==> src/rtl/pcp_pkg.sv <==
package pcp_pkg;
  localparam int CODE_W = 4;

  typedef enum logic [2:0] {
    MODE_SLEEP, MODE_STANDBY, MODE_TX, MODE_RX, MODE_DUPLEX, MODE_ALT
  } pwrMode_e;

  localparam logic [CODE_W-1:0] CODE_SLEEP      = 4'b0000;
  localparam logic [CODE_W-1:0] CODE_STANDBY    = 4'b0100;
  localparam logic [CODE_W-1:0] CODE_TX         = 4'b0010;
  localparam logic [CODE_W-1:0] CODE_RX         = 4'b0110;
  localparam logic [CODE_W-1:0] CODE_DUPLEX     = 4'b0001;
  localparam logic [CODE_W-1:0] CODE_ALT        = 4'b0101;
  localparam logic [CODE_W-1:0] CODE_RSSI_ON    = 4'b0011;
  localparam logic [CODE_W-1:0] CODE_RSSI_OFF   = 4'b0111;
  localparam logic [CODE_W-1:0] CODE_TXPLL_KEEP = 4'b1000;
  localparam logic [CODE_W-1:0] CODE_TXPLL_DROP = 4'b1100;
  localparam logic [CODE_W-1:0] CODE_RXPLL_KEEP = 4'b1010;
  localparam logic [CODE_W-1:0] CODE_RXPLL_DROP = 4'b1110;

  typedef struct packed {
    logic apply;     // synchronised PCA rising edge
    logic altLoad;   // alternating-mode code being loaded
    logic pcaLevel;  // synchronised PCA level
  } pcpStrobe_t;
endpackage

==> src/rtl/pcp_ctrl.sv <==
module pcp_ctrl
  import pcp_pkg::*;
#(
  parameter int SYNC_STAGES = 2
) (
  input  logic              clk,
  input  logic              rstN,
  input  logic              pcaIn,
  input  logic [CODE_W-1:0] codeIn,
  input  logic              codeLoad,
  output pcpStrobe_t        strobe
);
  localparam int LAST = SYNC_STAGES - 1;

  logic [SYNC_STAGES-1:0] syncQ;
  logic pcaPrev;
  logic pcaNow;

  genvar g;
  generate
    for (g = 0; g < SYNC_STAGES; g++) begin : gSync
      if (g == 0) begin : gFirst
        always_ff @(posedge clk or negedge rstN) begin
          if (!rstN) syncQ[g] <= 1'b0;
          else       syncQ[g] <= pcaIn;
        end
      end else begin : gNext
        always_ff @(posedge clk or negedge rstN) begin
          if (!rstN) syncQ[g] <= 1'b0;
          else       syncQ[g] <= syncQ[g-1];
        end
      end
    end
  endgenerate

  assign pcaNow = syncQ[LAST];

  always_ff @(posedge clk or negedge rstN) begin
    if (!rstN) pcaPrev <= 1'b0;
    else       pcaPrev <= pcaNow;
  end

  always_comb begin
    strobe.apply    = pcaNow & ~pcaPrev;
    strobe.altLoad  = codeLoad && (codeIn == CODE_ALT);
    strobe.pcaLevel = pcaNow;
  end


  applyOnce_chk: assert property (@(posedge clk) disable iff (!rstN)
    strobe.apply |=> !strobe.apply);
endmodule

==> src/rtl/pcp_path.sv <==
module pcp_path
  import pcp_pkg::*;
(
  input  logic              clk,
  input  logic              rstN,
  input  pcpStrobe_t        strobe,
  input  logic [CODE_W-1:0] codeIn,
  input  logic              codeLoad,
  input  logic              fmRx,
  input  logic              loPwrDn,
  input  logic              lockSelTx,
  input  logic              uhfLock,
  input  logic              rxPllLock,
  input  logic              txPllLock,
  output logic              rxEn,
  output logic              txEn,
  output logic              rxPllEn,
  output logic              txPllEn,
  output logic              rssiEn,
  output logic              vrefEn,
  output logic              rxVcoEn,
  output logic              lockOut
);
  logic [CODE_W-1:0] pendingQ;
  pwrMode_e modeQ, modeNext;
  logic rxKeepQ, txKeepQ, rssiSelQ;
  logic rxKeepNext, txKeepNext, rssiSelNext;

  always_ff @(posedge clk or negedge rstN) begin
    if (!rstN)         pendingQ <= CODE_SLEEP;
    else if (codeLoad) pendingQ <= codeIn;
  end

  always_comb begin
    modeNext    = modeQ;
    rxKeepNext  = rxKeepQ;
    txKeepNext  = txKeepQ;
    rssiSelNext = rssiSelQ;
    if (strobe.apply) begin
      case (pendingQ)
        CODE_SLEEP:      modeNext = MODE_SLEEP;
        CODE_STANDBY:    modeNext = MODE_STANDBY;
        CODE_TX:         modeNext = MODE_TX;
        CODE_RX:         modeNext = MODE_RX;
        CODE_DUPLEX:     modeNext = MODE_DUPLEX;
        CODE_ALT:        modeNext = MODE_ALT;
        CODE_RSSI_ON:    rssiSelNext = 1'b1;
        CODE_RSSI_OFF:   rssiSelNext = 1'b0;
        CODE_TXPLL_KEEP: txKeepNext = 1'b1;
        CODE_TXPLL_DROP: txKeepNext = 1'b0;
        CODE_RXPLL_KEEP: rxKeepNext = 1'b1;
        CODE_RXPLL_DROP: rxKeepNext = 1'b0;
        default:         ;
      endcase
    end
    if (strobe.altLoad) modeNext = MODE_ALT;
  end

  always_ff @(posedge clk or negedge rstN) begin
    if (!rstN) begin
      modeQ    <= MODE_SLEEP;
      rxKeepQ  <= 1'b0;
      txKeepQ  <= 1'b0;
      rssiSelQ <= 1'b0;
    end else begin
      modeQ    <= modeNext;
      rxKeepQ  <= rxKeepNext;
      txKeepQ  <= txKeepNext;
      rssiSelQ <= rssiSelNext;
    end
  end

  logic inStandby;
  always_comb begin
    inStandby = (modeQ == MODE_STANDBY);
    rxEn    = (modeQ == MODE_RX) || (modeQ == MODE_DUPLEX) ||
              ((modeQ == MODE_ALT) && !strobe.pcaLevel);
    txEn    = (modeQ == MODE_TX) || (modeQ == MODE_DUPLEX) ||
              ((modeQ == MODE_ALT) && strobe.pcaLevel);
    vrefEn  = (modeQ != MODE_SLEEP);
    rxPllEn = rxEn || (inStandby && rxKeepQ);
    txPllEn = txEn || (inStandby && txKeepQ);
    rssiEn  = rxEn && (fmRx || rssiSelQ);
    rxVcoEn = rxPllEn && !loPwrDn;
    lockOut = uhfLock && (lockSelTx ? txPllLock : rxPllLock);
  end


  modeStable_chk: assert property (@(posedge clk) disable iff (!rstN)
    (!strobe.apply && !strobe.altLoad) |=> $stable(modeQ));

  vrefWithSection_chk: assert property (@(posedge clk) disable iff (!rstN)
    (rxEn || txEn) |-> vrefEn);

  altExclusive_chk: assert property (@(posedge clk) disable iff (!rstN)
    (modeQ == MODE_ALT) |-> (rxEn ^ txEn));

  sleepPllOff_chk: assert property (@(posedge clk) disable iff (!rstN)
    (modeQ == MODE_SLEEP) |-> (!rxPllEn && !txPllEn));

  rssiNeedsRx_chk: assert property (@(posedge clk) disable iff (!rstN)
    rssiEn |-> rxEn);

  lockNeedsUhf_chk: assert property (@(posedge clk) disable iff (!rstN)
    lockOut |-> uhfLock);

  vcoNeedsPll_chk: assert property (@(posedge clk) disable iff (!rstN)
    rxVcoEn |-> (rxPllEn && !loPwrDn));
endmodule

==> src/rtl/pca_power_ctrl.sv <==
module pca_power_ctrl
  import pcp_pkg::*;
#(
  parameter int SYNC_STAGES = 2
) (
  input  logic        clk,
  input  logic        rstN,
  input  logic [3:0]  codeIn,
  input  logic        codeLoad,
  input  logic        pcaIn,
  input  logic        fmRx,
  input  logic        loPwrDn,
  input  logic        lockSelTx,
  input  logic        uhfLock,
  input  logic        rxPllLock,
  input  logic        txPllLock,
  output logic        rxEn,
  output logic        txEn,
  output logic        rxPllEn,
  output logic        txPllEn,
  output logic        rssiEn,
  output logic        vrefEn,
  output logic        rxVcoEn,
  output logic        lockOut
);
  pcpStrobe_t strobe;

  pcp_ctrl #(.SYNC_STAGES(SYNC_STAGES)) uCtrl (
    .clk(clk), .rstN(rstN), .pcaIn(pcaIn), .codeIn(codeIn),
    .codeLoad(codeLoad), .strobe(strobe)
  );

  pcp_path uPath (
    .clk(clk), .rstN(rstN), .strobe(strobe), .codeIn(codeIn),
    .codeLoad(codeLoad), .fmRx(fmRx), .loPwrDn(loPwrDn),
    .lockSelTx(lockSelTx), .uhfLock(uhfLock), .rxPllLock(rxPllLock),
    .txPllLock(txPllLock), .rxEn(rxEn), .txEn(txEn), .rxPllEn(rxPllEn),
    .txPllEn(txPllEn), .rssiEn(rssiEn), .vrefEn(vrefEn),
    .rxVcoEn(rxVcoEn), .lockOut(lockOut)
  );
endmodule

==> config.mk <==
export PLATFORM = sky130hd
export DESIGN_NAME = pca_power_ctrl
export DESIGN_NICKNAME = d
export VERILOG_FILES = /design/src/rtl/pcp_pkg.sv /design/src/rtl/pcp_ctrl.sv /design/src/rtl/pcp_path.sv /design/src/rtl/pca_power_ctrl.sv
export SDC_FILE = /design/constraint.sdc
export NUM_CORES = 1
export LEC_CHECK = 0
export BUFFER_PORTS_ARGS = -buffer_cell sky130_fd_sc_hd__buf_2
export CAP_MARGIN = 20
export CORE_AREA = 2 2 39 41
export DETAILED_ROUTE_END_ITERATION = 8
export DIE_AREA = 0 0 41 43
export PLACE_DENSITY = 0.76
export SYNTH_ARGS = -nofsm -noshare
export SYNTH_HDL_FRONTEND = slang
export SYNTH_HIERARCHICAL = 1
export SYNTH_SLANG_ARGS = --single-unit
==> constraint.sdc <==
create_clock -name clk -period 3.7 [get_ports clk]
set_input_delay 0.74 -clock clk [delete_from_list [all_inputs] [get_ports clk]]
set_output_delay 0.74 -clock clk [all_outputs]
set_load 0.01 [all_outputs]
==> impl_results.md <==
* Seq/Total Area, Yosys at just over 50%
* Number of enable flip-flop cells after synthesis at 0
* FF-to-FF path depth at 4
* Num Clock Sinks at 13
* Sum Neg Setup Slack at 0 ps
* Post-synthesis cell count at 60
* ANT cells at 0
* FP Rows at 14
* Die ar. at about 1800 um^2
* Crit-path max FO at 8
* Synthesized area at about 640 um^2
* Vias in the first global route at 480
* Largest net degree at the start of global routing at 14
* H-tree depth at 1
* # IOs at 22
* Mux cell area share after synthesis at around 8.6%
* Hold-fix buffers, CTS at 0
* GPL Wtd Cong at approximately 0.75
* YS warnings at 6
* CTS Buf Count at 3
* Fraction of layout cells with a size suffix above 1 at between 30 and 40%
* Most common cell in the netlist: dfrtp_1
* Ranking of synthesized cells by area: dfrtp_1 51%, mux2_2 7.0%, nand2_1 5.9%
* RSZ-0062 raised after global routing: no
* Setup ws final at 1610 ps
* Min-Delay Path Class: in2async
* Slew Limit Headroom at around 76%
* Setup WS pre-CTS at 1770 ps
* CTS root buf: clkbuf_4
* Outcome: finished, final reports clean
* Area of the multi-input gates at roughly 310 um^2
* R2R Setup Slk at roughly 2300 ps
* Core ar. at ~1400 um^2
* Clock buffer depth at 2
* PortBufs at 21
* Synth top area share at 50.9%
* Post-CTS Setup Inserts at 0
* Commonest cells in the netlist: 13 x dfrtp_1, 10 x nand2_1, 5 x nor2_1
* Router iterations before antenna repair at 5
* Post-route minimum period at approximately 2100 ps
* DR iter-0 viols at 7
* Max Cap Viol at 0
* Residual DRC at 0
* Slew at the pin closest to its max-slew limit at between 300 and 400 ps
* Crit path kind: reg2out
* WL/cell at around 12 um
* Routed via count at 528
* First-pass GRT wire length at approximately 1900 um
* Critical Path Start Type: flop
* Die height at approximately 43 um
* Netlist cell types at 25
* Hold Worst Slack at between 300 and 400 ps
* Layout area overhead at 22.5%
* Initial antenna violation count at 0
* #FFs+latches synth at 13
* Largest family of logic cells by synthesized area: simple AND/OR/NAND/NOR gates
* Total power at about 400 uW
* Post-synth net total at between 70 and 80
* Antenna viol nets, final at 0
* Detailed Route WL at between 1000 and 1500 um
* Pleak at around 0.00036 uW
* Synth area leader: dfrtp_1
* Fin nets at a little under 100
* FF-to-FF End: uPath/modeQ[0]
* Gr ovfl total at 0
* CTS tree: built
* Compound-Gate Fraction of Synth Area at between 10% and 20%
* Crit. End Element: output pin
* Final hold violations at 0
* Fillers at 146
* Syn avg cell area at 10.7 um^2
* Simple-gate portion of the synthesized area at 26.2%
* FF/Latch Area at between 300 and 400 um^2
* HPWL after detailed placement at 881 um
* Clk_lat worst skew at approximately 270 ps
* Fmax at 478 MHz
* Starting Density at a little under half
* Data required, critical path at approximately 3000 ps
* Post-CTS Resized at 0
* Clock transition at the registers of the reported paths at 70 ps
* Global Route Usage Sum at ~16%
* Die width at 41 um
* Fraction of the mapped netlist area in adder cells at 0%
* Arr. time, crit path at around 1400 ps
* Drt via density at between 5 and 6
* Fin crit share at between 50% and 60%
* Reg-to-reg critical path startpoint: uCtrl/pcaNow
* Setup violators final at 0
* Power Dens Cells at between 500 and 600 nW/um^2
* Max-slew violation count at 0
* XOR/XNOR Fraction of Synth Area at 0%
* Setup Skew at between 1.5 and 2 ps
* Asr flop ratio synth at 100%
* Maximum VDD drop at around 0.25 mV
* Most used DFF post-synth: dfrtp_1
worst max-delay path by stage:
stage | from | endpoint | slack [ps] | cells past startpoint
after CTS | uPath/modeQ[0] | rxVcoEn | 1580 | 4
after global routing | uPath/modeQ[0] | rxVcoEn | 1490 | 4
after detailed placement | lockSelTx | lockOut | 1770 | 4
after global placement | lockSelTx | lockOut | 1790 | 4
after floorplan | lockSelTx | lockOut | 1930 | 2
final | uPath/modeQ[0] | rxVcoEn | 1610 | 4
routing by layer:
| metal | wire length, um | part of all wire (%) | GRT usage (%) |
|---|---|---|---|
| met4 | 12 | 1.0 | 12.0 |
| met2 | 587 | 50 | 26.3 |
| met5 | 0 | 0 | 0 |
| met3 | 71 | 6.1 | 3.14 |
| met1 | 493 | 42 | 17.4 |
logic make-up (layout without fill, tap and decap cells):
group,count (synthesis),in the layout
AO/OA/AOI/OAI,12,12
AND/OR/NAND/NOR,29,29
multiplexers,5,5
buffers and inverters,1,25
flip-flops,13,13
layout make-up:
cell class,instances,area share (%)
sequential,13,41.5
timing repair buffer,21,13.4
multi-input combinational,46,39.1
tap,16,2.56
clock buffer,4,3.35
registers in the layout, indices dropped and copies added, names as in the netlist:
| signal | cells |
|---|---|
| uPath/rssiSelQ | 1 |
| uCtrl/pcaNow | 1 |
| uPath/pendingQ | 4 |
| uPath/rxKeepQ | 1 |
| uPath/txKeepQ | 1 |
| uCtrl/syncQ | 1 |
| uPath/modeQ | 3 |
| uCtrl/pcaPrev | 1 |
metrics by stage:
stage | utilization [%] | cells | area [um^2]
final | 56.6 | 100 | 783
after CTS | 56.6 | 100 | 783
after global placement | 54.7 | 96 | 757
after detailed placement | 54.7 | 96 | 757
after floorplan | - | 60 | 639
after global routing | 56.6 | 100 | 783
worst max-delay path, cell delays in order, from the launching register on:
cell     delay [ps]
dfrtp_1         480
o21ai_0         110
or2_1           240
a21oi_2         120
buf_2           130
cell usage in the layout, fill, tap and decap left out, types with 2 or more instances in the layout:
cell	instances
clkbuf_4	3
nor2b_1	2
a21oi_1	2
nand2_1	10
buf_2	21
nand4b_1	3
dfrtp_1	13
mux2_2	4
o21ai_0	3
nor2_1	5
nand3b_1	2
power by group:
part	internal (uW)	switching [uW]	total [uW]
sequential	168	33.5	201
clock	41.7	42.4	84.1
combinational	59.4	56.6	116
Note: power is estimated with default switching activity, not from simulation.
